==> src/rtl/spi_xfer_pkg.sv <==
package spi_xfer_pkg;

    localparam int CFG_W    = 32;
    localparam int MAX_BITS = 16;
    localparam int LEN_W    = $clog2(MAX_BITS) + 1;
    localparam int EIDX_W   = LEN_W + 1;
    localparam int GAP_SH   = 5;
    localparam int CNT_W    = 8 + GAP_SH;

    // Field layout of the configuration word (bit positions are fixed by behaviour)
    typedef struct packed {
        logic [7:0] gap_units;
        logic [7:0] lead_dly;
        logic [7:0] divisor;
        logic [3:0] len_code;
        logic       hold_cs;
        logic       drop_cs;
        logic       lead_capture;
        logic       idle_high;
    } cfg_fields_t;

    // Decoded plan for one character
    typedef struct packed {
        logic             idle_high;
        logic             lead_capture;
        logic             hold_cs;
        logic             drop_cs;
        logic [LEN_W-1:0] nbits;
        logic [7:0]       half;
        logic [7:0]       lead;
        logic [CNT_W-1:0] gap;
    } xfer_plan_t;

    typedef enum logic [2:0] {
        ST_IDLE,
        ST_LEAD,
        ST_SHIFT,
        ST_TAIL,
        ST_GAP
    } seq_state_t;

    function automatic logic [LEN_W-1:0] char_len(input logic [3:0] code);
        return (code > 4'd8) ? LEN_W'(MAX_BITS) : LEN_W'(code) + LEN_W'(8);
    endfunction

endpackage

==> src/rtl/spi_cfg_decode.sv <==
module spi_cfg_decode
    import spi_xfer_pkg::*;
(
    input  logic [CFG_W-1:0] word,
    output xfer_plan_t       plan
);
    cfg_fields_t f;
    logic [7:0]  half_eff;

    assign f        = cfg_fields_t'(word);
    assign half_eff = (f.divisor == 8'd0) ? 8'd1 : f.divisor;

    always_comb begin
        plan.idle_high    = f.idle_high;
        plan.lead_capture = f.lead_capture;
        plan.hold_cs      = f.hold_cs;
        plan.drop_cs      = f.drop_cs;
        plan.nbits        = char_len(f.len_code);
        plan.half         = half_eff;
        plan.lead         = (f.lead_dly == 8'd0) ? half_eff : f.lead_dly;
        plan.gap          = {f.gap_units, {GAP_SH{1'b0}}};
    end
endmodule

==> src/rtl/spi_bit_shifter.sv <==
module spi_bit_shifter
    import spi_xfer_pkg::*;
(
    input  logic                clk,
    input  logic                rst,
    input  logic                load,
    input  logic [MAX_BITS-1:0] load_data,
    input  logic [LEN_W-1:0]    nbits,
    input  logic                lead_capture,
    input  logic                drive,
    input  logic                sample,
    input  logic                miso,
    output logic                mosi,
    output logic [MAX_BITS-1:0] rx_word
);
    logic [MAX_BITS-1:0] tsr;
    logic [MAX_BITS-1:0] rsr;
    logic [LEN_W-1:0]    pad;
    logic [MAX_BITS-1:0] aligned;

    assign pad     = LEN_W'(MAX_BITS) - nbits;
    assign aligned = load_data << pad;
    assign rx_word = rsr;

    always_ff @(posedge clk) begin
        if (rst) begin
            tsr  <= '0;
            rsr  <= '0;
            mosi <= 1'b0;
        end else if (load) begin
            mosi <= aligned[MAX_BITS-1];
            tsr  <= lead_capture ? (aligned << 1) : aligned;
            rsr  <= '0;
        end else begin
            if (drive) begin
                mosi <= tsr[MAX_BITS-1];
                tsr  <= tsr << 1;
            end
            if (sample) begin
                rsr <= {rsr[MAX_BITS-2:0], miso};
            end
        end
    end

    AST_NO_CLASH: assert property (@(posedge clk) disable iff (rst)
        !(drive && sample));
endmodule

==> src/rtl/spi_cs_ctrl.sv <==
module spi_cs_ctrl #(
    parameter  int NUM_CS = 4,
    localparam int CS_IW  = (NUM_CS > 1) ? $clog2(NUM_CS) : 1
) (
    input  logic             clk,
    input  logic             rst,
    input  logic             grab,
    input  logic [CS_IW-1:0] grab_idx,
    input  logic             release_now,
    output logic [NUM_CS-1:0] cs_n
);
    for (genvar i = 0; i < NUM_CS; i++) begin : g_line
        logic line_q;
        always_ff @(posedge clk) begin
            if (rst) begin
                line_q <= 1'b1;
            end else if (grab) begin
                line_q <= (grab_idx != CS_IW'(i));
            end else if (release_now) begin
                line_q <= 1'b1;
            end
        end
        assign cs_n[i] = line_q;
    end

    AST_ONE_SELECT: assert property (@(posedge clk) disable iff (rst)
        $countones(~cs_n) <= 1);
endmodule

==> src/rtl/spi_xfer_engine.sv <==
module spi_xfer_engine
    import spi_xfer_pkg::*;
#(
    parameter  int NUM_CS = 4,
    localparam int CS_IW  = (NUM_CS > 1) ? $clog2(NUM_CS) : 1
) (
    input  logic                clk,
    input  logic                rst,
    input  logic [CFG_W-1:0]    cfg_word,
    input  logic                start,
    input  logic [MAX_BITS-1:0] tx_data,
    input  logic                last_xfer,
    input  logic [CS_IW-1:0]    cs_sel,
    output logic                busy,
    output logic [MAX_BITS-1:0] rx_data,
    output logic                rx_done,
    output logic                sck,
    output logic                mosi,
    input  logic                miso,
    output logic [NUM_CS-1:0]   cs_n
);
    xfer_plan_t          dec_plan;
    xfer_plan_t          plan;
    seq_state_t          state;
    logic [CNT_W-1:0]    cnt;
    logic [EIDX_W-1:0]   eidx;
    logic [EIDX_W-1:0]   last_edge;
    logic                last_q;
    logic                sck_q;
    logic                accept;
    logic                edge_now;
    logic                leading;
    logic                sample_now;
    logic                drive_now;
    logic                tail_end;
    logic                release_now;
    logic [MAX_BITS-1:0] rx_word;

    spi_cfg_decode u_dec (
        .word (cfg_word),
        .plan (dec_plan)
    );

    assign accept      = start && (state == ST_IDLE);
    assign edge_now    = ((state == ST_LEAD) || (state == ST_SHIFT)) && (cnt == '0);
    assign leading     = (sck_q == plan.idle_high);
    assign sample_now  = edge_now && (leading == plan.lead_capture);
    assign drive_now   = edge_now && (leading != plan.lead_capture);
    assign tail_end    = (state == ST_TAIL) && (cnt == '0);
    assign release_now = tail_end && !plan.hold_cs && (last_q || plan.drop_cs);
    assign last_edge   = {plan.nbits, 1'b0} - EIDX_W'(1);
    assign busy        = (state != ST_IDLE);
    assign sck         = sck_q;

    always_ff @(posedge clk) begin
        if (rst) begin
            state   <= ST_IDLE;
            plan    <= '0;
            cnt     <= '0;
            eidx    <= '0;
            last_q  <= 1'b0;
            sck_q   <= 1'b0;
            rx_done <= 1'b0;
            rx_data <= '0;
        end else begin
            rx_done <= 1'b0;
            case (state)
                ST_IDLE: begin
                    sck_q <= cfg_word[0];
                    if (start) begin
                        plan   <= dec_plan;
                        last_q <= last_xfer;
                        sck_q  <= dec_plan.idle_high;
                        cnt    <= CNT_W'(dec_plan.lead) - CNT_W'(1);
                        eidx   <= '0;
                        state  <= ST_LEAD;
                    end
                end
                ST_LEAD: begin
                    if (cnt == '0) begin
                        sck_q <= ~sck_q;
                        eidx  <= EIDX_W'(1);
                        cnt   <= CNT_W'(plan.half) - CNT_W'(1);
                        state <= ST_SHIFT;
                    end else begin
                        cnt <= cnt - CNT_W'(1);
                    end
                end
                ST_SHIFT: begin
                    if (cnt == '0) begin
                        sck_q <= ~sck_q;
                        cnt   <= CNT_W'(plan.half) - CNT_W'(1);
                        if (eidx == last_edge) begin
                            state <= ST_TAIL;
                        end else begin
                            eidx <= eidx + EIDX_W'(1);
                        end
                    end else begin
                        cnt <= cnt - CNT_W'(1);
                    end
                end
                ST_TAIL: begin
                    if (cnt == '0) begin
                        rx_done <= 1'b1;
                        rx_data <= rx_word;
                        if (plan.gap != '0) begin
                            cnt   <= plan.gap - CNT_W'(1);
                            state <= ST_GAP;
                        end else begin
                            state <= ST_IDLE;
                        end
                    end else begin
                        cnt <= cnt - CNT_W'(1);
                    end
                end
                ST_GAP: begin
                    if (cnt == '0) begin
                        state <= ST_IDLE;
                    end else begin
                        cnt <= cnt - CNT_W'(1);
                    end
                end
                default: state <= ST_IDLE;
            endcase
        end
    end

    spi_bit_shifter u_shift (
        .clk          (clk),
        .rst          (rst),
        .load         (accept),
        .load_data    (tx_data),
        .nbits        (dec_plan.nbits),
        .lead_capture (dec_plan.lead_capture),
        .drive        (drive_now),
        .sample       (sample_now),
        .miso         (miso),
        .mosi         (mosi),
        .rx_word      (rx_word)
    );

    spi_cs_ctrl #(.NUM_CS(NUM_CS)) u_cs (
        .clk         (clk),
        .rst         (rst),
        .grab        (accept),
        .grab_idx    (cs_sel),
        .release_now (release_now),
        .cs_n        (cs_n)
    );

    AST_DONE_SINGLE: assert property (@(posedge clk) disable iff (rst)
        rx_done |=> !rx_done);
    AST_SCK_HOME: assert property (@(posedge clk) disable iff (rst)
        rx_done |-> (sck == plan.idle_high));
    AST_RX_JUSTIFIED: assert property (@(posedge clk) disable iff (rst)
        rx_done |-> ((rx_data >> plan.nbits) == '0));
    AST_MOSI_STEADY: assert property (@(posedge clk) disable iff (rst)
        sample_now |=> $stable(mosi));
    AST_CS_DURING_CLOCK: assert property (@(posedge clk) disable iff (rst)
        (state == ST_SHIFT) |-> !(&cs_n));
    AST_BUSY_START_IGNORED: assert property (@(posedge clk) disable iff (rst)
        (start && (state == ST_SHIFT)) |=> $stable(cs_n));
endmodule

==> config.mk <==
export PLATFORM = sky130hd
export DESIGN_NAME = spi_xfer_engine
export DESIGN_NICKNAME = d
export VERILOG_FILES = /design/src/rtl/spi_xfer_pkg.sv /design/src/rtl/spi_cfg_decode.sv /design/src/rtl/spi_bit_shifter.sv /design/src/rtl/spi_cs_ctrl.sv /design/src/rtl/spi_xfer_engine.sv
export SDC_FILE = /design/constraint.sdc
export NUM_CORES = 1
export LEC_CHECK = 0
export BUFFER_PORTS_ARGS = -buffer_cell sky130_fd_sc_hd__buf_2
export CORE_MARGIN = 5
export CORE_UTILIZATION = 25
export DETAILED_ROUTE_END_ITERATION = 10
export PLACE_DENSITY_LB_ADDON = 0.25
export SLEW_MARGIN = 40
export SYNTH_ARGS = -nofsm -noshare
export SYNTH_HDL_FRONTEND = slang
export SYNTH_SLANG_ARGS = --single-unit
==> constraint.sdc <==
create_clock -name clk -period 6.6 [get_ports clk]
set_input_delay 1.32 -clock clk [delete_from_list [all_inputs] [get_ports clk]]
set_output_delay 1.32 -clock clk [all_outputs]
set_load 0.01 [all_outputs]
Yosys cells after proc, flatten, opt, wreduce, memory -nomap -nowiden:

Cells that the tools add are included.

* input port bits: 55
* bits in registers: 103
* logic and storage cells: 120
* output and inout bits: 24

* shift-type cells: 1
* equality and inequality tests: 21
* reduce and logical (&&, ||, !) cells: 31
* muxes and demuxes: 35
* add/sub/neg operators: 8
* order comparisons: 1
* bitwise operators: 2

Operators by type and width (count)
* two-way mux 13 bit: 5
* case mux 13 bit (4 select lines): 1
* two-way mux 16 bit: 3
* subtractor 13 x 1 -> 13 bit (second input constant): 2
* two-way mux 6 bit: 4
* two-way mux 3 bit: 7
* case mux 6 bit (3 select lines): 1
* subtractor 8 x 1 -> 9 bit (second input constant): 2
* zero test 8 bit: 2
* two-way mux 8 bit: 2
* left shift 16 x 5 -> 16 bit: 1
* case mux 3 bit (5 select lines): 1
* zero test 13 bit: 1
* nonzero test 13 bit: 1
* inequality test 2 x 1 -> 1 bit (second input constant): 6
* inequality test 2 bit (second input constant): 6
* two-way mux 1 bit: 9
* nonzero test 2 bit: 4
* logical AND 1 bit: 7
* adder 6 x 1 -> 6 bit (second input constant): 1
* equality test 3 x 2 -> 1 bit (second input constant): 2
* equality test 6 bit: 1
* AND reduction 2 bit: 3
* AND reduction 6 bit: 1
* other kinds (20): 26

Longest topological paths before layout:

Gate-level depths: netlist of run 1.

* word-level depth: 6
* mapped depth: 14
* depth with buffers taken out: 11

By module:

From an unflattened synthesis of run 1, not the netlist that was laid out.

* cells, all modules: 862
* area total of the unflattened synthesis: 6794.0 um^2

Modules (own cells, without submodules)
* spi_xfer_engine: seq. area each 1421.4 um^2, area each 3987.6 um^2, instances 1, cells each 529
* spi_bit_shifter: seq. area each 660.6 um^2, area each 2336.0 um^2, instances 1, cells each 270
* spi_cfg_decode: seq. area each 0.0 um^2, area each 296.5 um^2, instances 1, cells each 44
* spi_cs_ctrl: seq. area each 80.1 um^2, area each 173.9 um^2, instances 1, cells each 19

Worst setup path after synthesis of run 1:

No wires, ideal clock.

* path type: input to register
* start point: input cfg_word[4]
* end point: register u_shift.tsr[13]
* buffers on the path: 5
* cell stages on the path: 14
* setup time: 0.114 ns
* data arrival time: 4.297 ns
* slack: 2.189 ns
* path through: buf_2 nor2b_1 buf_2 buf_2 inv_1 ha_1 clkbuf_1 clkbuf_1 mux2i_1 nor2_1 mux2_2 a2111oi_0 o32ai_1 a21o_1

* word-level cells in the longest chain between the ends: 6
* elaborated cells on any way between the ends: 7
* those cells by class: add/sub (2); order compare (1); shift (1); mux (3)

Ends and longest elaborated chain
* start: declaration: RTL line spi_xfer_engine.sv:9 `input logic [CFG_W-1:0] cfg_word,`
* adder 4 x 4 -> 5 bit / greater-than comparator 4 bit (equally long branches): RTL line spi_xfer_pkg.sv:43 `return (code > 4'd8) ? LEN_W'(MAX_BITS) : LEN_W'(code) + LEN_W'(8);`
* two-way mux 5 bit (*): RTL line spi_xfer_pkg.sv:43
* subtractor 5 bit (*): RTL line spi_bit_shifter.sv:21 `assign pad = LEN_W'(MAX_BITS) - nbits;`
* left shift 16 x 5 -> 16 bit (*): RTL line spi_bit_shifter.sv:22 `assign aligned = load_data << pad;`
* two-way mux 16 bit (*): RTL line spi_bit_shifter.sv:32 `tsr <= lead_capture ? (aligned << 1) : aligned;`
* two-way mux 16 bit (*): RTL line spi_bit_shifter.sv:30 `end else if (load) begin`
* end signal: assignment: RTL line spi_bit_shifter.sv:32
* end signal: assignment: RTL line spi_bit_shifter.sv:37 `tsr <= tsr << 1;`
* end: declaration: RTL line spi_bit_shifter.sv:16 `logic [MAX_BITS-1:0] tsr;`

Every way passes the cells marked *; elsewhere a longest branch is shown, timed or not.
A chain may end at the register's enable or synchronous reset.

Worst setup path after layout of run 1:

Ends and elaborated chain as after synthesis.

==> results of run 1 <==
[metal layers]
layer	share of wire, %	vias to the layer above	GRT usage [%]
li1	-	3016	-
met1	48	2829	17.84
met2	46	138	21.19
met3	3.9	23	1.609
met4	1.8	0	4.444
met5	0	-	0
[worst min-delay path, stage by stage, from the launching register on]
cell     delay [ns]
dfxtp_1        0.31
nand2_1        0.05
a21oi_1        0.05
[worst min-delay path by stage]
stage	slack [ns]	end
2_1_floorplan	0.43	rx_data[15]
3_3_place_gp	0.44	rx_data[12]
3_5_place_dp	0.44	rx_data[13]
4_1_cts	0.45	rx_data[13]
5_1_grt	0.48	rx_data[13]
6_report	0.45	rx_data[13]
[metrics by stage]
| stage | area, sq um | power (W) | std cells | util (%) |
|---|---|---|---|---|
| 2_1_floorplan | 6504 | 0.001250 | 799 | - |
| 3_3_place_gp | 7128 | 0.001429 | 1165 | 27.59 |
| 3_5_place_dp | 7137 | 0.001426 | 1165 | 27.62 |
| 4_1_cts | 7453 | 0.002002 | 1181 | 28.85 |
| 5_1_grt | 7462 | 0.002113 | 1181 | 28.88 |
| 6_report | 7462 | 0.001976 | 1181 | 28.88 |
[cell type report]
type / count / area, sq um / share of cell area (%)
clock buffer: 9 / 225.2 / 3.018
clock inverter: 7 / 91.34 / 1.224
inverter: 18 / 67.56 / 0.9054
multi-input combinational: 622 / 4139 / 55.47
sequential: 103 / 2062 / 27.63
tap: 335 / 419.2 / 5.617
timing repair buffer: 87 / 457.9 / 6.137
[cells by family after synthesis]
| family | count (synthesis) | synth area share [%] |
|---|---|---|
| muxes | 76 | 13.51 |
| and+or+nand+nor | 301 | 22.49 |
| AOI/OAI and AO/OA | 208 | 21.76 |
| DFF | 103 | 31.70 |
| buffers and inverters | 74 | 5.040 |
| xor gates and xnor gates | 28 | 3.771 |
| adders and majority gates | 9 | 1.731 |
[cells in the mapped netlist, types with 4 or more instances]
| cell type | instances |
|---|---|
| xnor2_1 | 9 |
| o2111ai_1 | 5 |
| o2bb2ai_1 | 4 |
| and2_1 | 4 |
| o31ai_1 | 10 |
| inv_1 | 17 |
| o21ai_0 | 31 |
| mux2i_1 | 54 |
| a2111oi_0 | 5 |
| buf_2 | 10 |
| a21o_1 | 4 |
| or4_1 | 9 |
| a211oi_1 | 15 |
| buf_1 | 4 |
| o41ai_1 | 4 |
| o21a_1 | 4 |
| nor4_1 | 10 |
| nand2b_1 | 9 |
| a21oi_1 | 66 |
| ha_1 | 9 |
| nor3_1 | 23 |
| o22ai_1 | 5 |
| or3_1 | 11 |
| a211o_1 | 5 |
| a32oi_1 | 4 |
| and3_1 | 6 |
| clkbuf_1 | 34 |
| nand3_1 | 20 |
| nand2_1 | 118 |
| mux2_2 | 14 |
| xor2_1 | 19 |
| nor2_1 | 62 |
| mux4_2 | 8 |
| a311oi_1 | 6 |
| buf_4 | 6 |
| dfxtp_1 | 103 |
[sequential cells by signal, summed over array words and instances, names as in the netlist]
signal              flops
plan                   25
rx_data                16
u_shift.rx_word        16
u_shift.tsr            16
cnt                    13
eidx                    6
u_cs.g_line.line_q      4
state                   3
last_q                  1
rx_done                 1
sck                     1
u_shift.mosi            1
[power by group]
| part | switching (W) | leakage, nW | internal [W] | total (W) |
|---|---|---|---|---|
| Combinational | 0.000400 | 1.86 | 0.000262 | 0.000662 |
| Clock | 0.000291 | 0.152 | 0.000276 | 0.000566 |
| Sequential | 0.0000666 | 0.840 | 0.000681 | 0.000748 |
| Total | 0.000757 | 2.85 | 0.00122 | 0.00198 |
==> metrics.txt, run 1 <==
GR Overflow Total 0; via count of the first global-routing pass 5,769; pre-CTS worst setup slack 1.872 ns; final worst slack 2.201 ns; RSZ-0062 raised after global routing false; worst reg2reg startpoint cnt[0]; EDFF count, synth 0; Post CTS Setup Buffer Count 0; R2R setup slack roughly 3.7 ns; Pwr Density 264.9 mW/mm^2; commonest non-fill, non-tap cell in the layout nand2_1; CP max stage cell a2111oi_0; Routed WL 19.27 mm; Synth top area share between 30% and 40%; CP Cell Sequence buf_2, nor2b_2, buf_4, inv_1, ha_1, buf_4, mux4_2, a2111oi_0, o32ai_1, a21o_1; Sink Count 103; nets 905; Worst Path Max Fanout 24; fmax ~0.23 GHz; Filler Cell Count 2,837; Max-Cap Viols 0; starting density of the core between 20 and 30%; slew margin rel. 45.31%; clock slew at reported path FFs 0.08 ns; CP endpoint kind register; DR pass1 iterations 5; leak pwr roughly 2.8 nW; Final HPWL DP 14.11 mm; most frequent cells in the layout 117 x nand2_1, 103 x dfxtp_1, 78 x buf_2; Hold Path Origin rx_data[13]; Post-CTS Resized 0; ant diodes 0; via count 6,006; Seq cells post-synth 103; layout cells sized above 1 17.49%; die height 171.3 um; Crit path max-delay family compound AO/OA/AOI/OAI gates; TritonCTS Buffers 9; crit path from cfg_word[4]; number of top-level pins 79; Area Growth Syn to Fin 14.74%; post-synth cell types 80; Critical Path Sink u_shift.tsr[13]; run status finished, final reports clean; aggregate global-route resource usage 13.00%; initial antenna violation count 0; Startpoint Class input pin; average wire per standard cell roughly 16 um; clk_lat worst skew roughly 0.37 ns; CP peak stage delay ~0.67 ns; H-Tree Level Count 3; Synth Flop Type dfxtp_1; CP Depth 10; synthesized net count 863; Slew @ Worst Pin approximately 0.81 ns; core footprint 0.02584 sq mm; Final Max Slew Viols 0; number of port buffers 78; post-synth top area cell dfxtp_1; top post-synthesis cells by area dfxtp_1 32%, mux2i_1 8.3%, nand2_1 6.8%, a21oi_1 5.1%, nor2_1 3.6%; synthesized cell area 0.006504 sq mm; # setup viols final 0; crit path DAT 4.66 ns; end of the worst register-to-register path u_shift.rx_word[13]; Final Hold Vio Count 0; pin count of the biggest net entering global routing 66; Crit Path Category in -> reg; chip width roughly 170 um; clk buf depth 2; yosys warns 0; hold path cells 2; Worst EP required slightly below 7 ns; setup tns final 0 ns; DRC viols 0; min Tclk post-route 4.399 ns; FFs w/ async S/R, synth 0%; Final Skew 0.01819 ns; Final period util between 60% and 70%; DRT iter0 DRCs 317; hold buffer count at CTS 0; worst path bufs/invs 4; CTS tree done; Final ANT Viol Nets 0; Mapped Cells 799; global-route wire length before repair between 30 and 40 mm; reg2reg path depth 9; Via density 5.086; VDD IR max 0.1157 mV; Rows 59; Hold Path Class reg -> reg; syn_area_per_cell 8.140 sq um; GP Congestion about 0.87; cell mode on critical path buf_4; sequential fraction of the synthesis area 31.70%; die area 0.02934 sq mm; Root Buffer clkbuf_16; WHS 0.4526 ns
No activity file was read; power rests on OpenSTA's default activity.
==> inputs of run 2 (changes only) <==
Settings changed: ABC_AREA set to 1.
Clock period 6.6 ns to 4 ns, I/O delays scaled along.
==> run 2 against run 1 <==
Against the previous run: synthesized area down 2.8%; flip-flop and latch count unchanged; cell count up 18%; critical path type unchanged; clock power up 68%; first-iteration DRC count up 26%; largest power group is now combinational cells.
==> metrics.txt, run 2 <==
run status finished, final reports clean; synthesized cell area 0.006322 sq mm; setup tns final 0 ns; most common cell in the netlist nand2_1; most frequent cells in the layout 243 x nand2_1, 125 x nand3_1, 108 x nor2_1; yosys warns 0; TritonCTS Buffers 9; layout cells sized above 1 13.49%; largest reg by FF count plan; RSZ-0062 raised after global routing false; crit path from cfg_word[7]; Final Hold Vio Count 0; initial antenna violation count 0; ant diodes 0; most frequent cells after synthesis 243 x nand2_1, 125 x nand3_1, 109 x nor2_1; post-synth cell types 44; synthesized net count 1,063; Post CTS Setup Buffer Count 0; Final Max Slew Viols 0; Seq cells post-synth 103; clk buf depth 2; GP Congestion 0.8911; FFs w/ async S/R, synth 0%; pin count of the biggest net entering global routing 49; slew margin rel. 52.91%; Final ANT Viol Nets 0; clk_lat worst skew 0.36 ns; VDD IR max 0.2250 mV; chip width about 170 um; CP endpoint kind register; Final HPWL DP 13.84 mm; Mapped Cells 999; Routed WL 18.50 mm; DRC viols 0; top post-synthesis cells by area dfxtp_1 33%, nand2_1 14%, nand3_1 9.9%, o21ai_0 7.7%, nor2_1 6.5%; Worst Path Max Fanout 26; Final Cell Area 0.007277 sq mm; placed instance area 0.006962 sq mm; H-Tree Level Count 3; DR pass1 iterations 5; EDFF count, synth 0; clock slew at reported path FFs approximately 0.08 ns; number of top-level pins 79; Filler Cell Count 2,857; Synth top area share 32.61%; WL met1 8.975 mm; highest routed metal layer met4; aggregate global-route resource usage 13.19%; routed wl met3 approximately 670 um; GR Overflow Total 0; Worst EP required roughly 4.3 ns; fmax roughly 0.32 GHz; via count 6,281; worst reg2reg startpoint cnt[0]; CTS tree done; max reg flops 25; Rows 58; via count of the first global-routing pass slightly above 6k; Post-CTS Resized 0; leak pwr about 3.5 nW; Sink Count around 100; min Tclk post-route 3.137 ns; Crit Path Category in -> reg; die height 169.0 um; starting density of the core 25.25%; Pwr Density 593.0 mW/mm^2; core footprint 0.02504 sq mm; number of port buffers 78; Hold Path Class reg -> reg; Area Growth Syn to Fin 15.10%; nets 1,119; Max-Cap Viols 0; Final Skew 0.01721 ns; Via density 4.519; crit path DAT 3.40 ns; Root Buffer clkbuf_16; commonest non-fill, non-tap cell in the layout nand2_1; global-route wire length before repair 31.02 mm; metal2 WL 8.644 mm; hold buffer count at CTS 0; die area 0.02857 sq mm; Slew @ Worst Pin 0.7058 ns; post-synth top area cell dfxtp_1; Synth Flop Type dfxtp_1; DRT iter0 DRCs 400; sequential fraction of the synthesis area 32.61%; syn_area_per_cell ~6.3 sq um; Hold Path Origin plan[37]; Startpoint Class input pin; average wire per standard cell 13.31 um; Final period util 78.41%; # setup viols final 0
==> run 2: logic make-up (layout without fill, tap and decap cells) <==
family                   after synthesis  count (layout)  synth area share (%)
AO/OA/AOI/OAI                        181             181                 15.34
buffers and inverters                159             220                 10.51
flip-flops                           103             103                 32.61
AND/OR/NAND/NOR                      523             523                 36.20
XOR/XNOR                              24              24                 3.562
adder cells (fa/ha/maj)                9               9                 1.781
==> run 2: worst paths after layout <==
kind	to	cells after the start	slack [ns]
setup / recovery	u_shift.tsr[5]	12	0.86
hold / removal	plan[37]	2	0.47
setup reg to reg	cnt[6]	12	1.58
hold reg to reg	plan[37]	2	0.47
==> run 2: routing by layer <==
metal  up-vias  GRT usage, %
met5         -             0
met4         0         3.150
met3        16         2.779
met2       100         22.06
met1      2825         17.47
li1       3340             -
==> run 2: cell type report <==
type                       count  area [sq um]  share of cell area, %
multi-input combinational    737          3598                  49.45
tap                          330         412.9                  5.674
timing repair buffer          84         435.4                  5.983
inverter                     120         452.9                  6.224
clock inverter                 5         72.57                 0.9972
clock buffer                  11         242.7                  3.336
sequential                   103          2062                  28.34
==> run 2: critical path, cell delays in order <==
cell and delay (ns):
buf_2 0.13, inv_2 0.12, nand2_2 0.25, ha_1 0.69, clkinv_1 0.56, nand2_1 0.25, nand3_1 0.10, and2_1 0.19
nand3_1 0.11, nand3_1 0.08, nand3_1 0.07, inv_1 0.04
==> run 2: through the flow <==
step	setup WS (ns)	util [%]	instances	hold slack (ns)	total power, W
global route	0.5412	29.07	1390	0.4939	0.004702
CTS	0.9388	29.07	1390	0.4680	0.004368
detailed placement	0.5617	27.81	1374	0.4520	0.003393
floorplan	1.421	-	999	0.4369	0.002924
finish	0.8634	29.07	1390	0.4679	0.004315
global placement	0.5964	27.81	1374	0.4491	0.003393
==> run 2: power by group <==
part,internal [W],switching [W],total [W]
Clock,0.000516,0.000435,0.000951
Combinational,0.000673,0.00130,0.00198
Sequential,0.00123,0.000153,0.00139
==> inputs of run 3 (changes only) <==
Clock period 4 ns to 3 ns, I/O delays scaled along.
==> run 3 against run 2 <==
Against the previous run: clock skew is 0.0054 ns lower; global-route usage is 0.56 points lower; clock-buffer cell count stayed put; largest power group unchanged; combinational power is 34% higher; clock power is 24% higher; die area stayed put; flip-flop and latch count stayed put; cell count is 0.50% higher; total power is 32% higher.
==> metrics.txt, run 3 (same netlist as run 2, synthesis figures left out) <==
Worst EP required between 3 and 4 ns; CP max stage cell a21oi_2; GP Congestion 0.8266; Final Max Slew Viols 0; Filler Cell Count 2,806; initial antenna violation count 0; global-route wire length before repair between 20 and 30 mm; Via density about 4.5; aggregate global-route resource usage 12.63%; # setup viols final 0; starting density of the core 25.25%; via count of the first global-routing pass about 6k; CP endpoint kind register; combinational share of power 46.7%; DRT iter0 DRCs slightly below 400; Pwr Density 777.5 mW/mm^2; crit path DAT 2.57 ns; commonest non-fill, non-tap cell in the layout nand2_1; total power 0.005675 W; VDD IR max 0.2815 mV; placed instance area 0.007007 sq mm; Final HPWL DP 13.71 mm; DR pass1 iterations 6; Rows 58; Final Skew 0.01180 ns; setup tns final 0 ns; clk buf depth 2; layout cells sized above 1 13.98%; Area Growth Syn to Fin 15.46%; Post CTS Setup Buffer Count 0; Final period util around three quarters; min Tclk post-route 2.293 ns; R2R setup slack around 0.71 ns; Root Buffer clkbuf_16; GR Overflow Total 0; Sink Count slightly above 100; TritonCTS Buffers 9; clock slew at reported path FFs 0.08 ns; leak pwr between 3 and 4 nW; Worst Path Max Fanout 12; nets 1,125; Clk pwr share a little over a fifth; CP Cell Sequence inv_1, ha_1, nand2_1, nor2_4, nand2_2, inv_2, a21oi_2, inv_2, a21oi_1, nand2_1, a21oi_1; slew margin rel. between 60% and 70%; Crit Path Category reg -> reg; DRC viols 0; hold buffer count at CTS 0; Post-CTS Resized 0; run status finished, final reports clean; most frequent cells in the layout 243 x nand2_1, 125 x nand3_1, 108 x nor2_1; sw frac 44.40%; die height 169.0 um; fmax 0.4361 GHz; Routed WL approximately 18 mm; H-Tree Level Count 3; number of top-level pins 79; Sw Pwr 0.002520 W; chip width 169.0 um; pin count of the biggest net entering global routing 29; final cell count without fillers 1,397; via count 6,239; P_int 0.003155 W; clk_lat worst skew 0.35 ns; largest reg by FF count plan; Hold Path Class in -> reg; core footprint 0.02504 sq mm; CP peak stage delay 0.47 ns; number of port buffers 78; Final Hold Vio Count 0; RSZ-0062 raised after global routing false; CTS tree done; Max-Cap Viols 0; Final Cell Area roughly 0.0073 sq mm; Final ANT Viol Nets 0; die area 0.02857 sq mm; max reg flops 25; Slew @ Worst Pin 0.5880 ns; average wire per standard cell 12.89 um; Post-Place Cells 1,380; Seq pwr share 32.5%; Startpoint Class register
run 3: changes by cell type in the layout (fill, tap and decap cells not counted), sizes merged:
| cell | before | now |
|---|---|---|
| diode | 0 | 1 |
| bufinv | 1 | 0 |
| buf | 84 | 90 |
| clkinv | 3 | 2 |
| inv | 121 | 122 |
| clkinvlp | 0 | 1 |
run 3: routing by layer:
layer / GRT usage (%) / vias up / wire, um
li1: - / 3356 / -
met1: 17.09 / 2789 / 8801
met2: 20.72 / 86 / 8341
met3: 3.270 / 8 / 714
met4: 2.030 / 0 / 153
met5: 0 / - / 0
run 3: metrics by stage:
stage	hold slack [ns]	util, %	worst slack [ns]
after floorplan	0.4369	-	0.6206
after global placement	0.4497	27.99	0.4433
after detailed placement	0.4507	27.99	0.4356
after CTS	0.4323	29.15	0.7122
after global routing	0.4516	29.15	0.4747
final	0.4506	29.16	0.7069
run 3: path summary, 6_finish.rpt:
path,start,end,cells after the start
hold reg to reg,plan[37],plan[37],2
setup / recovery,cnt[0],cnt[4],11
setup reg to reg,cnt[0],cnt[4],11
hold / removal,cfg_word[31],plan[12],3
run 3: power by group through the flow:
stage          sequential, W  combinational (W)  clock, W
3_3_place_gp         0.00187            0.00266         0
6_report             0.00184            0.00265   0.00118
5_1_grt              0.00188            0.00304   0.00128
2_1_floorplan        0.00183            0.00207         0
4_1_cts              0.00184            0.00267   0.00123
3_5_place_dp         0.00187            0.00265         0
run 3: cell type report:
class	instances	area, sq um	area share [%]
Multi-Input combinational cell	737	3598	49.30
Tap cell	330	412.9	5.656
Timing Repair Buffer	90	480.5	6.582
Clock inverter	5	47.55	0.6514
Inverter	120	452.9	6.205
Antenna cell	1	2.502	0.03428
Sequential cell	103	2062	28.25
Clock buffer	11	242.7	3.325
run 3: worst max-delay path, delay by kind of cell (launching register included):
kind	cells	cell delay, ns
buf+inv	3	0.45
compound gates	3	0.75
simple gates	4	0.47
fa+ha+maj	1	0.20
flops	1	0.35
